`src/rtl/vit_acs_pkg.sv`:
```
package vit_acs_pkg;
    localparam int DEF_METRIC_W   = 16;
    localparam int DEF_NUM_STATES = 16;
    localparam int DEF_INIT       = 4096;
endpackage

```
`src/rtl/acs_satadd.sv`:
```
module acs_satadd #(
    parameter int W = 16
) (
    input  logic signed [W-1:0] a,
    input  logic signed [W-1:0] b,
    input  logic                sub,
    output logic signed [W-1:0] y
);
    localparam logic signed [W-1:0] POS_RAIL = {1'b0, {(W-1){1'b1}}};
    localparam logic signed [W-1:0] NEG_RAIL = {1'b1, {(W-1){1'b0}}};

    logic signed [W:0] a_x, b_x, wide;

    always_comb begin
        a_x  = {a[W-1], a};
        b_x  = {b[W-1], b};
        wide = sub ? (a_x - b_x) : (a_x + b_x);
        if (wide[W] != wide[W-1]) begin
            y = wide[W] ? NEG_RAIL : POS_RAIL;
        end else begin
            y = wide[W-1:0];
        end
    end
endmodule

```
`src/rtl/acs_butterfly.sv`:
```
module acs_butterfly #(
    parameter int W = 16
) (
    input  logic                clk,
    input  logic                rst,
    input  logic                chk_en,
    input  logic signed [W-1:0] sm_even,
    input  logic signed [W-1:0] sm_odd,
    input  logic signed [W-1:0] bm,
    output logic signed [W-1:0] nm_lo,
    output logic signed [W-1:0] nm_hi,
    output logic                dec_lo,
    output logic                dec_hi
);
    logic signed [W-1:0] c_even_p, c_odd_m, c_even_m, c_odd_p;

    acs_satadd #(.W(W)) u_even_p (.a(sm_even), .b(bm), .sub(1'b0), .y(c_even_p));
    acs_satadd #(.W(W)) u_odd_m  (.a(sm_odd),  .b(bm), .sub(1'b1), .y(c_odd_m));
    acs_satadd #(.W(W)) u_even_m (.a(sm_even), .b(bm), .sub(1'b1), .y(c_even_m));
    acs_satadd #(.W(W)) u_odd_p  (.a(sm_odd),  .b(bm), .sub(1'b0), .y(c_odd_p));

    always_comb begin
        dec_lo = (c_even_p >= c_odd_m);
        dec_hi = (c_even_m >= c_odd_p);
        nm_lo  = dec_lo ? c_even_p : c_odd_m;
        nm_hi  = dec_hi ? c_even_m : c_odd_p;
    end

    // the low output is the even candidate when chosen, otherwise the strictly larger odd one
    p_pick_lo_r2: assert property (@(posedge clk) disable iff (rst)
        chk_en |-> (nm_lo >= c_even_p) && (nm_lo >= c_odd_m));
    p_tie_even_r5: assert property (@(posedge clk) disable iff (rst)
        (chk_en && !dec_lo) |-> (c_odd_m > c_even_p) && (nm_lo == c_odd_m));

    p_pick_hi_r3: assert property (@(posedge clk) disable iff (rst)
        chk_en |-> (nm_hi >= c_even_m) && (nm_hi >= c_odd_p));
    p_tie_even_r6: assert property (@(posedge clk) disable iff (rst)
        (chk_en && !dec_hi) |-> (c_odd_p > c_even_m) && (nm_hi == c_odd_p));
    // same-sign addition never flips sign
    p_no_wrap_pos_r4: assert property (@(posedge clk) disable iff (rst)
        (chk_en && !sm_even[W-1] && !bm[W-1]) |-> !c_even_p[W-1]);
    p_no_wrap_neg_r4: assert property (@(posedge clk) disable iff (rst)
        (chk_en && sm_odd[W-1] && !bm[W-1]) |-> c_odd_m[W-1]);
endmodule

```
`src/rtl/vit_acs_array.sv`:
```
module vit_acs_array
    import vit_acs_pkg::*;
#(
    parameter int MW          = DEF_METRIC_W,
    parameter int NUM_STATES  = DEF_NUM_STATES,
    parameter int INIT_METRIC = DEF_INIT
) (
    input  logic                       clk,
    input  logic                       rst,
    input  logic                       in_valid,
    output logic                       in_ready,
    input  logic [NUM_STATES*MW-1:0]   in_sm,
    input  logic [NUM_STATES/2*MW-1:0] in_bm,
    output logic                       out_valid,
    input  logic                       out_ready,
    output logic [NUM_STATES*MW-1:0]   out_sm,
    output logic [NUM_STATES-1:0]      out_dec
);
    localparam int NBF = NUM_STATES / 2;
    localparam int SMW = NUM_STATES * MW;
    localparam logic [MW-1:0]  INIT_W   = MW'(INIT_METRIC);
    localparam logic [SMW-1:0] INIT_VEC = {{(SMW-MW){1'b0}}, INIT_W};

    typedef struct packed {
        logic                  vld;
        logic [SMW-1:0]        sm;
        logic [NUM_STATES-1:0] dec;
    } acs_regs_t;

    acs_regs_t st_d, st_q;
    logic [SMW-1:0]        nm_all;
    logic [NUM_STATES-1:0] dec_all;
    logic                  fire;

    assign in_ready  = !st_q.vld || out_ready;
    assign fire      = in_valid && in_ready;
    assign out_valid = st_q.vld;
    assign out_sm    = st_q.sm;
    assign out_dec   = st_q.dec;

    for (genvar i = 0; i < NBF; i++) begin : g_bf
        acs_butterfly #(.W(MW)) u_bf (
            .clk     (clk),
            .rst     (rst),
            .chk_en  (fire),
            .sm_even (in_sm[(2*i)*MW +: MW]),
            .sm_odd  (in_sm[(2*i+1)*MW +: MW]),
            .bm      (in_bm[i*MW +: MW]),
            .nm_lo   (nm_all[i*MW +: MW]),
            .nm_hi   (nm_all[(i+NBF)*MW +: MW]),
            .dec_lo  (dec_all[i]),
            .dec_hi  (dec_all[i+NBF])
        );
    end

    always_comb begin
        st_d = st_q;
        if (fire) begin
            st_d.vld = 1'b1;
            st_d.sm  = nm_all;
            st_d.dec = dec_all;
        end else if (out_ready) begin
            st_d.vld = 1'b0;
        end
    end

    always_ff @(posedge clk) begin
        if (rst) begin
            st_q.vld <= 1'b0;
            st_q.sm  <= INIT_VEC;
            st_q.dec <= '0;
        end else begin
            st_q <= st_d;
        end
    end

    // an accepted step shows up after exactly one edge
    p_latency_r7: assert property (@(posedge clk) disable iff (rst)
        (in_valid && in_ready) |=> out_valid);
    // a held result is frozen
    p_hold_r8: assert property (@(posedge clk) disable iff (rst)
        (out_valid && !out_ready) |=> out_valid && $stable(out_sm) && $stable(out_dec));
    // idle edges keep the metrics
    p_idle_r9: assert property (@(posedge clk) disable iff (rst)
        !in_valid |=> $stable(out_sm) && $stable(out_dec));
endmodule

```
`config.mk`:
```
export PLATFORM = sky130hd
export DESIGN_NAME = vit_acs_array
export DESIGN_NICKNAME = d
export VERILOG_FILES = /design/src/rtl/vit_acs_pkg.sv /design/src/rtl/acs_satadd.sv /design/src/rtl/acs_butterfly.sv /design/src/rtl/vit_acs_array.sv
export SDC_FILE = /design/constraint.sdc
export NUM_CORES = 2
export LEC_CHECK = 0
export BUFFER_PORTS_ARGS = -buffer_cell sky130_fd_sc_hd__clkbuf_2
export CELL_PAD_IN_SITES_DETAIL_PLACEMENT = 1
export CELL_PAD_IN_SITES_GLOBAL_PLACEMENT = 1
export CORE_ASPECT_RATIO = 2
export CORE_MARGIN = 2
export CORE_UTILIZATION = 47
export DETAILED_ROUTE_END_ITERATION = 10
export MAX_ROUTING_LAYER = met4
export PLACE_DENSITY = 0.95
export SLEW_MARGIN = 25
export SYNTH_ARGS = -nofsm -noshare
export SYNTH_HDL_FRONTEND = slang
export SYNTH_SLANG_ARGS = --single-unit
```
`constraint.sdc`:
```
create_clock -name clk -period 18.4 [get_ports clk]
set_clock_uncertainty 0.15 [all_clocks]
set_input_delay 1.84 -clock clk [delete_from_list [all_inputs] [get_ports clk]]
set_output_delay 1.84 -clock clk [all_outputs]
set_load 0.01 [all_outputs]
```
==> flow_metrics.py <==
metrics = {
    "run_status": {
        "outcome": "complete, no violations",
    },
    "power_and_ir_drop": {
        "vdd_drop_max_uv": 73.7,
        "p_leak_nw": 24.4,
        "finalPower_mw": 5.96,
        "power.density_nw_per_um2": 117,
    },
    "routing": {
        "vias": 52200,
        "drt-initial-drc-count": 3371,
        "ant_nets": 0,
        "drtPass1Iterations": 8,
        "wl_per_cell_um": 27.2,
        "drc": 0,
        "routed_via_density": 6.58,
        "wirelength_mm": 216,
    },
    "worst_setup_path": {
        "crit_buf_inv": 2,
        "reg2reg_depth": 7,
        "critPathKind": "in -> reg",
        "required_ps": 18700,
        "crit_path_max_incr_delay_ps": 780,
        "crit_cells": 24,
        "r2r-start": "out_valid",
        "reg2reg_slack_ps": 15050,
        "cp-end-kind": "flop",
        "crit_path_cell_trace": "clkbuf_2 > inv_1 > ha_1 > o21ai_0 > a21oi_1 > o211ai_1 > a211oi_1 > o311a_1 > or2_2 > a21o_1 > a21oi_1 > xnor2_1 > ha_1 > nand3_1 > o21ai_1 > ha_1 > a21o_1 > a21o_1 > a211oi_1 > nor2_1 > o311ai_0 > or3_1 > nor2_1 > a2111oi_0",
        "crit_end": "out_sm[203]",
        "crit_family": "compound AO/OA/AOI/OAI gates",
        "crit_arrival_ps": 9540,
        "cp-start-kind": "primary input",
        "slowest_stage": "nand3_1",
        "cp-startpoint": "in_bm[66]",
        "rr_endpoint": "out_dec[3]",
        "cp_max_fo": 20,
    },
    "global_route": {
        "grt_util_all_layers_pct": 42.8,
        "overflow": 0,
        "grt_max_degree": 97,
        "grt_pass1_wl_mm": 321,
        "antenna_found_initial": 17,
        "grt_pass1_vias": 55200,
    },
    "die": {
        "rows": 162,
        "start_util_pct": 47.2,
        "die_w_um": 225,
        "boundaryPins": 662,
        "fp.dieArea_um2": 100000,
        "die-height_um": 445,
        "coreArea_um2": 97100,
    },
    "timing": {
        "period_minus_slack_ps": 9230,
        "final.setup.tns_ps": 0,
        "final_max_slew_viol_count": 0,
        "worst-slew-pin-transition_ps": 1130,
        "relSlewSlack_pct": 24.4,
        "finalSetupViolCount": 0,
        "min_period_over_period_pct": 50.2,
        "rsz0062_at_grt": "false",
        "hold_violations": 0,
        "max_clock_freq_mhz": 108,
    },
    "clocking": {
        "cts_sinks": 273,
        "cts_root_buf": "clkbuf_16",
        "cts_tree": "done",
        "htreeDepth": 2,
        "ctsHoldBuffers": 0,
        "insertion_delay_ps": 570,
        "cts.repair.resized": 0,
        "cts_buffer_depth": 3,
        "clk_pin_slew_ps": 70,
        "cts-buffers-inserted": 34,
        "post-cts-setup-buffer-count": 0,
    },
    "yosys": {
        "syn-num-nets": 7506,
        "syn-cell-area_um2": 45800,
        "ys_warn_count": 0,
        "ys_types": 92,
        "ys_async_sr_fraction_pct": 0,
        "seq_area_frac_synth_pct": 11.9,
        "synth_seq_cells": 273,
        "synth_flop_cell": "dfxtp_1",
        "avgSynthCellArea_um2": 7.31,
        "synthCells": 6270,
        "synth_enable_flop_cells": 0,
    },
    "flow_run": {
        "maxCapViolations": 0,
    },
    "cells_and_area": {
        "design_area_um2": 50900,
        "synthToLayoutAreaGrowth_pct": 11.2,
        "nNetsFinal": 7891,
        "drive_above_1_share_pct": 13.5,
        "postLayoutCoreUtil_pct": 52.5,
    },
    "place": {
        "gp_congestion": 1.04,
        "place_area_um2": 49600,
        "io_buffer_count": 661,
        "dp_hpwl_mm": 176,
    },
    "min_path": {
        "hp-class": "reg -> reg",
    },
}
==> cells by family after synthesis <==
kind of cell,after synthesis,share of synthesized area (%)
DFF,273,11.9
adders and majority gates,848,23.7
xor gates and xnor gates,358,6.85
buffers and inverters,787,6.51
and+or+nand+nor,1797,19.2
muxes,51,1.15
AOI/OAI and AO/OA,2156,30.7
==> flip-flops by register name (all words and copies together) (netlist names) <==
signal and count:
out_dec 16, out_sm 256, out_valid 1
==> cell usage after synthesis (50+ instances only) <==
master    count  area, um^2
o21bai_1     71         533
xor2_1       75         657
nand3_1     130         651
inv_1       430        1610
nor3_1      141         706
ha_1        816       10200
xnor2_1     283        2480
a21o_1      194        1460
o21ai_0     456        2280
dfxtp_1     273        5470
a21oi_1     610        3050
a31oi_1      91         569
or3_1        54         338
clkbuf_1    321        1200
nand2b_1    175        1090
o21a_1       93         698
o211ai_1     74         556
nor2_1      514        1930
nor2b_1     119         744
or2_2        50         313
o31ai_1      82         616
nand2_1     383        1440
a211oi_1     83         623
==> worst min path at each step <==
stage                    start          to  slack, ps  cells after the start
detailed placement  out_sm[79]  out_sm[79]        280                      2
floorplan           out_sm[79]  out_sm[79]        310                      2
finish              out_sm[96]  out_sm[96]        300                      2
global route        out_dec[0]  out_dec[0]        330                      2
global placement    out_sm[79]  out_sm[79]        290                      2
CTS                 out_sm[96]  out_sm[96]        300                      2
==> cell type report <==
class	instances	area, um^2
tap	1230	1540
clock inverter	12	108
sequential	273	5470
clock buffer	48	1020
antenna	19	47.5
inverter	433	1630
timing repair buffer	703	3640
fill	12600	46200
multi-input combinational	5210	37500
==> metrics by stage <==
| step | instances | hold slack, ps | setup WS, ps |
|---|---|---|---|
| after floorplan | 6270 | 312 | 10810 |
| final | 7928 | 303 | 9170 |
| after global routing | 7926 | 333 | 8680 |
| after global placement | 7844 | 286 | 9160 |
| after CTS | 7904 | 305 | 9500 |
| after detailed placement | 7844 | 282 | 8940 |
==> power by group <==
| part | switching, mW | internal, mW | total (mW) |
|---|---|---|---|
| registers | 0.157 | 0.776 | 0.933 |
| logic | 2.78 | 1.53 | 4.31 |
| clock network | 0.316 | 0.403 | 0.719 |
==> placed cells by master, fill, tap and decap left out, types with 34 or more instances in the layout <==
cell,n
ha_1,816
clkbuf_2,660
a21oi_1,609
nor2_1,512
o21ai_0,453
inv_1,430
nand2_1,381
xnor2_1,283
dfxtp_1,273
a21o_1,194
nand2b_1,175
nor3_1,140
nand3_1,130
nor2b_1,119
o21a_1,93
a31oi_1,90
a211oi_1,83
o31ai_1,77
xor2_1,75
o211ai_1,74
o21bai_1,71
or3_1,54
or2_2,50
nand4_1,48
buf_4,41
and3_1,40
clkbuf_16,37
a211o_1,35
mux2i_1,34
==> tightest hold or removal path: stages (launching register included) <==
cell and delay (ps):
dfxtp_1 310, nand2_1 50, a21oi_1 50
==> routing by layer <==
| metal | GRT usage (%) | routed length (um) |
|---|---|---|
| met1 | 39.4 | 71400 |
| met2 | 72.9 | 104000 |
| met3 | 10.6 | 17000 |
| met4 | 38.9 | 23200 |
| met5 | - | 0 |
Power figures use the tool's default switching activity.
